**src/rtl/vls_pkg.sv**
```systemverilog
package vls_pkg;
  localparam int unsigned MAX_LINES = 800;
  localparam int unsigned LINE_W    = $clog2(MAX_LINES);
  localparam int unsigned PC_W      = 8;
  localparam int unsigned FREE_W    = 4;
  localparam int unsigned REP_W     = 5;

  typedef enum logic [1:0] {
    TM_VGA75  = 2'd0,
    TM_SVGA60 = 2'd1,
    TM_XGA60  = 2'd2,
    TM_RBLANK = 2'd3
  } timing_e;

  typedef enum logic [2:0] {
    SLOT_USER   = 3'd0,
    SLOT_TIMING = 3'd1,
    SLOT_SERIAL = 3'd2,
    SLOT_AUDIO  = 3'd3,
    SLOT_VOICE  = 3'd4
  } slot_e;

  typedef struct packed {
    logic       dac256;
    logic       fetch2;
    logic [2:0] div_code;
    timing_e    timing;
  } mode_t;

  typedef struct packed {
    logic       serial;
    logic       audio;
    logic [2:0] voices;
  } feat_t;

  function automatic logic five_line(timing_e t);
    return t[1];
  endfunction

  function automatic logic [2:0] lines_per_pc(timing_e t);
    return five_line(t) ? 3'd5 : 3'd4;
  endfunction

  function automatic logic [2:0] mcs_per_line(timing_e t);
    return five_line(t) ? 3'd4 : 3'd5;
  endfunction

  function automatic logic [PC_W-1:0] pcs_per_field(timing_e t);
    return (t == TM_VGA75) ? PC_W'(128) : PC_W'(160);
  endfunction

  function automatic logic [LINE_W-1:0] field_lines(timing_e t);
    case (t)
      TM_VGA75:  return LINE_W'(512);
      TM_SVGA60: return LINE_W'(640);
      default:   return LINE_W'(800);
    endcase
  endfunction

  function automatic logic [LINE_W-1:0] vs_first(timing_e t);
    case (t)
      TM_VGA75:  return LINE_W'(481);
      TM_SVGA60: return LINE_W'(601);
      TM_XGA60:  return LINE_W'(771);
      default:   return LINE_W'(780);
    endcase
  endfunction

  function automatic logic [3:0] vs_len(timing_e t);
    case (t)
      TM_VGA75:  return 4'd3;
      TM_SVGA60: return 4'd4;
      TM_XGA60:  return 4'd6;
      default:   return 4'd8;
    endcase
  endfunction

  // 5-line timings cannot fit divisors 2 and 5; map to nearest legal value.
  function automatic logic [REP_W-1:0] line_repeat(timing_e t, logic [2:0] code);
    case (code)
      3'd0:    return five_line(t) ? REP_W'(3) : REP_W'(2);
      3'd1:    return REP_W'(3);
      3'd2:    return REP_W'(4);
      3'd3:    return five_line(t) ? REP_W'(4) : REP_W'(5);
      3'd4:    return REP_W'(6);
      3'd5:    return REP_W'(8);
      3'd6:    return REP_W'(10);
      default: return REP_W'(16);
    endcase
  endfunction
endpackage

```
**src/rtl/vls_mc_timer.sv**
```systemverilog
module vls_mc_timer #(
  parameter int unsigned CLKS_PER_MC = 43
) (
  input  logic clk,
  input  logic rst_n,
  output logic mc_first_o,
  output logic mc_last_o
);
  localparam int unsigned CW = $clog2(CLKS_PER_MC);

  logic [CW-1:0] cnt_q;

  assign mc_first_o = (cnt_q == '0);
  assign mc_last_o  = (cnt_q == CW'(CLKS_PER_MC - 1));

  always_ff @(posedge clk or negedge rst_n) begin
    if (!rst_n)         cnt_q <= '0;
    else if (mc_last_o) cnt_q <= '0;
    else                cnt_q <= cnt_q + CW'(1);
  end
endmodule

```
**src/rtl/vls_line_seq.sv**
```systemverilog
module vls_line_seq
  import vls_pkg::*;
(
  input  logic                  clk,
  input  logic                  rst_n,
  input  logic                  mc_last,
  input  logic [2:0]            mc_per_line,
  input  logic [2:0]            lines_per_pc,
  input  logic [PC_W-1:0]       pcs_per_field,
  output logic                  timing_slot_o,
  output logic                  pc_zero_o,
  output logic                  field_zero_o,
  output logic [FREE_W-1:0]     free_idx_o,
  output logic [LINE_W-1:0]     scan_idx_o
);
  logic [2:0]        mc_q;
  logic [2:0]        line_q;
  logic [PC_W-1:0]   pc_q;
  logic [FREE_W-1:0] free_q;
  logic [LINE_W-1:0] scan_q;
  logic              end_line, end_pc, end_field;

  assign timing_slot_o = (mc_q == mc_per_line - 3'd1);
  assign end_line      = mc_last && timing_slot_o;
  assign end_pc        = end_line && (line_q == lines_per_pc - 3'd1);
  assign end_field     = end_pc && (pc_q == pcs_per_field - PC_W'(1));

  assign pc_zero_o     = (mc_q == 3'd0) && (line_q == 3'd0);
  assign field_zero_o  = pc_zero_o && (pc_q == '0);
  assign free_idx_o    = free_q;
  assign scan_idx_o    = scan_q;

  always_ff @(posedge clk or negedge rst_n) begin
    if (!rst_n) begin
      mc_q   <= '0;
      line_q <= '0;
      pc_q   <= '0;
      free_q <= '0;
      scan_q <= '0;
    end else begin
      if (mc_last)  mc_q <= end_line ? 3'd0 : mc_q + 3'd1;
      if (end_line) begin
        line_q <= end_pc ? 3'd0 : line_q + 3'd1;
        scan_q <= end_field ? '0 : scan_q + LINE_W'(1);
      end
      if (end_pc)   pc_q <= end_field ? '0 : pc_q + PC_W'(1);
      if (end_pc)                            free_q <= '0;
      else if (mc_last && !timing_slot_o)    free_q <= free_q + FREE_W'(1);
    end
  end
endmodule

```
**src/rtl/vls_slot_alloc.sv**
```systemverilog
module vls_slot_alloc
  import vls_pkg::*;
(
  input  logic              timing_slot,
  input  logic [FREE_W-1:0] free_idx,
  input  feat_t             feat,
  output slot_e             kind_o,
  output logic [1:0]        voice_idx_o
);
  logic [FREE_W-1:0] audio_base;
  logic [FREE_W-1:0] n_voice;
  logic [FREE_W-1:0] voice_off;

  always_comb begin
    audio_base = feat.serial ? FREE_W'(1) : FREE_W'(0);
    if (!feat.audio)            n_voice = '0;
    else if (feat.voices > 3'd4) n_voice = FREE_W'(4);
    else                        n_voice = FREE_W'(feat.voices);
    voice_off   = free_idx - audio_base - FREE_W'(1);
    kind_o      = SLOT_USER;
    voice_idx_o = 2'd0;
    if (timing_slot) begin
      kind_o = SLOT_TIMING;
    end else if (feat.serial && free_idx == '0) begin
      kind_o = SLOT_SERIAL;
    end else if (feat.audio && free_idx == audio_base) begin
      kind_o = SLOT_AUDIO;
    end else if (feat.audio && free_idx > audio_base &&
                 free_idx <= audio_base + n_voice) begin
      kind_o      = SLOT_VOICE;
      voice_idx_o = voice_off[1:0];
    end
  end
endmodule

```
**src/rtl/vls_vtiming.sv**
```systemverilog
module vls_vtiming
  import vls_pkg::*;
(
  input  logic              clk,
  input  logic              rst_n,
  input  timing_e           timing,
  input  logic [REP_W-1:0]  repeat_n,
  input  logic [LINE_W-1:0] scan_idx,
  input  logic              line_step,
  output logic              vsync_o,
  output logic [LINE_W-1:0] render_o
);
  logic [REP_W-1:0] rep_q;
  logic [LINE_W:0]  scan_x, vs_lo, vs_hi;
  logic             last_line, in_vs;

  assign last_line = (scan_idx == field_lines(timing) - LINE_W'(1));
  assign scan_x    = {1'b0, scan_idx};
  assign vs_lo     = {1'b0, vs_first(timing)};
  assign vs_hi     = vs_lo + (LINE_W+1)'(vs_len(timing));
  assign in_vs     = (scan_x >= vs_lo) && (scan_x < vs_hi);

  always_ff @(posedge clk or negedge rst_n) begin
    if (!rst_n) begin
      vsync_o  <= 1'b0;
      render_o <= '0;
      rep_q    <= '0;
    end else begin
      vsync_o <= in_vs;
      if (line_step) begin
        if (last_line) begin
          rep_q    <= '0;
          render_o <= '0;
        end else if (rep_q == repeat_n - REP_W'(1)) begin
          rep_q    <= '0;
          render_o <= render_o + LINE_W'(1);
        end else begin
          rep_q    <= rep_q + REP_W'(1);
        end
      end
    end
  end
endmodule

```
**src/rtl/vls_line_scheduler.sv**
```systemverilog
module vls_line_scheduler
  import vls_pkg::*;
#(
  parameter int unsigned CLKS_PER_MC = 43
) (
  input  logic              clk,
  input  logic              rst_n,
  input  logic [6:0]        mode_i,
  input  logic              serial_en_i,
  input  logic              audio_en_i,
  input  logic [2:0]        voices_i,
  output logic              mc_start_o,
  output logic [2:0]        slot_kind_o,
  output logic [1:0]        voice_idx_o,
  output logic              hsync_o,
  output logic              vsync_o,
  output logic [LINE_W-1:0] render_line_o,
  output logic              gpu_fetch2_o,
  output logic              gpu_dac256_o,
  output logic              gpu_rb_o
);
  logic              mc_first, mc_last;
  logic              timing_slot, pc_zero, field_zero;
  logic [FREE_W-1:0] free_idx;
  logic [LINE_W-1:0] scan_idx;
  mode_t             mode_q, mode_eff;
  feat_t             feat_q, feat_in, feat_eff;
  slot_e             kind;
  logic [1:0]        voice_idx;

  vls_mc_timer #(.CLKS_PER_MC(CLKS_PER_MC)) u_mc_timer (
    .clk        (clk),
    .rst_n      (rst_n),
    .mc_first_o (mc_first),
    .mc_last_o  (mc_last)
  );

  // Capture points: mode at field start, features at process-cycle start.
  assign feat_in  = '{serial: serial_en_i, audio: audio_en_i, voices: voices_i};
  assign mode_eff = (mc_first && field_zero) ? mode_t'(mode_i) : mode_q;
  assign feat_eff = (mc_first && pc_zero) ? feat_in : feat_q;

  always_ff @(posedge clk or negedge rst_n) begin
    if (!rst_n) begin
      mode_q <= '0;
      feat_q <= '0;
    end else begin
      mode_q <= mode_eff;
      feat_q <= feat_eff;
    end
  end

  vls_line_seq u_line_seq (
    .clk           (clk),
    .rst_n         (rst_n),
    .mc_last       (mc_last),
    .mc_per_line   (mcs_per_line(mode_eff.timing)),
    .lines_per_pc  (lines_per_pc(mode_eff.timing)),
    .pcs_per_field (pcs_per_field(mode_eff.timing)),
    .timing_slot_o (timing_slot),
    .pc_zero_o     (pc_zero),
    .field_zero_o  (field_zero),
    .free_idx_o    (free_idx),
    .scan_idx_o    (scan_idx)
  );

  vls_slot_alloc u_slot_alloc (
    .timing_slot (timing_slot),
    .free_idx    (free_idx),
    .feat        (feat_eff),
    .kind_o      (kind),
    .voice_idx_o (voice_idx)
  );

  vls_vtiming u_vtiming (
    .clk       (clk),
    .rst_n     (rst_n),
    .timing    (mode_eff.timing),
    .repeat_n  (line_repeat(mode_eff.timing, mode_eff.div_code)),
    .scan_idx  (scan_idx),
    .line_step (mc_first && timing_slot),
    .vsync_o   (vsync_o),
    .render_o  (render_line_o)
  );

  always_ff @(posedge clk or negedge rst_n) begin
    if (!rst_n) begin
      mc_start_o   <= 1'b0;
      slot_kind_o  <= SLOT_USER;
      voice_idx_o  <= 2'd0;
      hsync_o      <= 1'b0;
      gpu_fetch2_o <= 1'b0;
      gpu_dac256_o <= 1'b0;
      gpu_rb_o     <= 1'b0;
    end else begin
      mc_start_o   <= mc_first;
      slot_kind_o  <= kind;
      voice_idx_o  <= voice_idx;
      hsync_o      <= timing_slot;
      gpu_fetch2_o <= mode_eff.fetch2;
      gpu_dac256_o <= mode_eff.dac256;
      gpu_rb_o     <= (mode_eff.timing == TM_RBLANK);
    end
  end
endmodule

```
**config.mk**
```make
export PLATFORM = sky130hd
export DESIGN_NAME = vls_line_scheduler
export DESIGN_NICKNAME = d
export VERILOG_FILES = /design/src/rtl/vls_pkg.sv /design/src/rtl/vls_mc_timer.sv /design/src/rtl/vls_line_seq.sv /design/src/rtl/vls_slot_alloc.sv /design/src/rtl/vls_vtiming.sv /design/src/rtl/vls_line_scheduler.sv
export SDC_FILE = /design/constraint.sdc
export NUM_CORES = 1
export LEC_CHECK = 0
export ABC_AREA = 1
export BUFFER_PORTS_ARGS = -buffer_cell sky130_fd_sc_hd__buf_2
export CAP_MARGIN = 0
export CORE_MARGIN = 5
export CORE_UTILIZATION = 45
export CTS_BUF_LIST = sky130_fd_sc_hd__clkbuf_16
export DETAILED_ROUTE_END_ITERATION = 6
export MAX_ROUTING_LAYER = met4
export PLACE_DENSITY_LB_ADDON = 0.25
export SYNTH_ARGS = -nofsm -noshare
export SYNTH_HDL_FRONTEND = slang
export SYNTH_SLANG_ARGS = --single-unit
```
**constraint.sdc**
```tcl
create_clock -name clk -period 7.8 [get_ports clk]
set_input_delay 1.17 -clock clk [delete_from_list [all_inputs] [get_ports clk]]
set_output_delay 1.17 -clock clk [all_outputs]
set_load 0.05 [all_outputs]
```
==> results.yml <==
setup_path:
  crit_family: "simple AND/OR/NAND/NOR gates"
  cp_slowest_stage_delay_ns: 0.43
  r2r-end: "u_vtiming.render_o[7]"
  criticalPathCategory: "flip-flop to flip-flop"
  crit_chain: "inv_1 -> ha_1 -> nand3_1 -> nor2_4 -> nand2_2 -> inv_1 -> nor2_1 -> nor2_1 -> inv_1 -> ha_1 -> ha_1 -> inv_1 -> nor2_1 -> nand4_1 -> nand2_2 -> nand2_4 -> nand2_1 -> nand2_1"
  cp.arrival_ns: 4.13
  slowest_stage: "nand4_1"
  r2r_slack_ns: 3.87
  r2r_start: "u_line_seq.mc_q[0]"
  critPathMostFrequentCell: "inv_1"
  worstPathMaxFanout: 13
  crit_required_ns: 8.00
  reg2reg_depth: 18
  path_buf_inv: 4
  endpoint_kind: "flip-flop"
  critPathLaunchType: "flip-flop"
cells_and_area:
  final_cell_mix: "117 x nand2_1, 91 x inv_1, 70 x dfrtp_1"
  final_cells: 754
  diodes: 0
  multi_input_area_sq_mm: 0.002470
  fillers: 997
  final_core_util_pct: 50.76
  design_area_sq_mm: 0.005170
  ff_latch_area_sq_mm: 0.001752
  drive_gt1_share_pct: 12.62
  final_nets: 674
  syn_to_final_growth_pct: 11.80
  mostFrequentLayoutCell: "nand2_1"
clocking:
  clock_path_buffers: 2
  cts.repair.resized: 0
  clockRootBuffer: "clkbuf_16"
  worstSkewPairLatency_ns: 0.32
  clk_pin_slew_ns: 0.05
  clock_sinks: 70
  cts_tree: "yes"
  hold_buffers: 0
  post-cts-setup-buffers: 0
  cts.htree.levels: 3
  cts_buffers: 9
placement:
  dp.cells: 738
  io_buffers: 34
  gp_congestion: 0.8391
  place_area_sq_mm: 0.004911
  place_hpwl_um: 7117
synthesis:
  synth_top_flop_cell: "dfrtp_1"
  yosys.cell_types.count: 37
  yosys.area.top_type: "dfrtp_1"
  syn-num-nets: 636
  ys_ff_latch: 70
  async_flop_share_pct: 100.0
  yosysSeqAreaShare_pct: 37.88
  synth_area_sq_mm: 0.004624
  synth-edff-count: 0
  avgSynthCellArea_sq_um: 8.042
  ys_warn_count: 0
  syn_inst: 575
  yosys.area.top_type_share_pct: 37.88
  synthTopCellsByArea: "dfrtp_1 38%, ha_1 13%, nand2_1 9.5%"
run:
  maxCapViolCount: 0
floorplan:
  dieWidth_um: 111.4
  start_util_pct: 45.41
  pin_count: 35
  die_area_sq_mm: 0.01240
  fp.dieH_um: 111.4
  core-area_sq_mm: 0.01018
  rows: 37
timing:
  tightest_slew_ns: 0.8990
  fmax_ghz: 0.2546
  final-setup-viol-count: 0
  skew_ns: 0.007167
  rsz0062_at_grt: "false"
  finalCriticalPeriod_ns: 3.928
  finalMaxSlewViolations: 0
  hold_viol_final: 0
  maxSlewHeadroom_pct: 40.06
  setup_tns_ns: 0
  whs_ns: 0.4815
  period_share_pct: 50.36
route:
  wl_per_cell_um: 12.58
  totalWireLength_um: 9483
  first_pass_iters: 4
  post-route-drc-count: 0
  post_drt_via_cell_ratio: 4.984
  drt-initial-drc-count: 214
  ant_nets: 0
  num_vias: 3758
power:
  powerDensity_mw_per_mm2: 142.9
  peakVddDrop_v: 0.00008923
  p_leak_nw: 2.823
grt:
  grt_use_total_pct: 16.59
  grt_max_degree: 71
  grt_overflow: 0
  grt_pass1_wl_um: 16760
  grt_pass1_vias: 3778
  antenna_found_initial: 0
hold_path:
  whs_path_depth: 2
  hold_start: "gpu_dac256_o"
  hp-class: "flip-flop to flip-flop"
  whs_endpoint: "gpu_dac256_o"
run_status:
  outcome: "finished clean"
cells by family (layout without fill, tap and decap cells):
family | after synthesis | count (layout) | share of synthesized area [%]
other | 1 | 1 | 0.08109
DFF | 70 | 70 | 37.88
adders and majority gates | 47 | 47 | 12.72
buffers and inverters | 99 | 142 | 8.712
and+or+nand+nor | 269 | 269 | 28.25
AOI/OAI and AO/OA | 68 | 68 | 8.388
xor gates and xnor gates | 21 | 21 | 3.977
per-stage QoR:
stage | power [mW] | worst slack [ns]
after floorplan | 0.3775 | 4.709
after global placement | 0.3901 | 4.068
after detailed placement | 0.3906 | 3.850
after CTS | 0.7545 | 3.841
after global routing | 0.7709 | 3.434
final | 0.7390 | 3.872
worst min-delay path, cell delays in order, from the launching register on:
cell     delay (ns)
dfrtp_1        0.34
nand2_1        0.06
nand2_1        0.06
power breakdown:
group | leakage, nW | internal, mW | total [mW] | switching, mW
logic | 1.81 | 0.00580 | 0.0193 | 0.0135
clock network | 0.135 | 0.210 | 0.356 | 0.146
registers | 0.875 | 0.364 | 0.364 | 0.000112
total | 2.82 | 0.579 | 0.739 | 0.160
flip-flops by register name, indices dropped and copies added (netlist names), 4 cells and up:
| name | flops |
|---|---|
| u_vtiming.rep_q | 5 |
| u_line_seq.pc_q | 8 |
| u_line_seq.scan_idx_o | 10 |
| u_mc_timer.cnt_q | 6 |
| mode_q | 5 |
| u_vtiming.render_o | 10 |
| feat_q | 5 |
| u_line_seq.free_idx_o | 4 |
Yosys cell counts (all sizes together), types with 3 or more instances:
library cell	number
nand2	127
inv	90
dfrtp	70
nor2	54
ha	47
o21ai	36
nand3	25
nand4	25
a21oi	24
nor3	21
xor2	15
buf	7
nand3b	6
xnor2	6
and3	3
nor4	3
or2	3
cell type report:
| cell class | count | area share, % |
|---|---|---|
| well taps | 136 | 3.291 |
| clock inverters | 7 | 0.6534 |
| multi-input cells | 406 | 47.77 |
| flip-flops and latches | 70 | 33.88 |
| inverters | 91 | 6.607 |
| repair buffers | 35 | 3.437 |
| clock buffers | 9 | 4.356 |
per-layer routing:
metal / vias up / global-route usage [%] / wire length, um
met1: 1756 / 20.57 / 4394
met3: 9 / 3.478 / 322
met5: - / - / 0
met2: 54 / 27.66 / 4639
met4: 0 / 4.461 / 127
li1: 1939 / - / -
worst max-delay path by stage:
stage / from / end / slack [ns] / depth (start not counted)
floorplan: audio_en_i / voice_idx_o[0] / 4.71 / 16
global placement: u_line_seq.mc_q[0] / u_vtiming.render_o[7] / 4.07 / 18
detailed placement: u_line_seq.mc_q[0] / u_vtiming.render_o[7] / 3.85 / 18
CTS: u_line_seq.mc_q[0] / u_vtiming.render_o[7] / 3.84 / 18
global route: u_line_seq.mc_q[0] / u_vtiming.render_o[5] / 3.43 / 18
finish: u_line_seq.mc_q[0] / u_vtiming.render_o[7] / 3.87 / 18
Power figures use the tool's default switching activity.
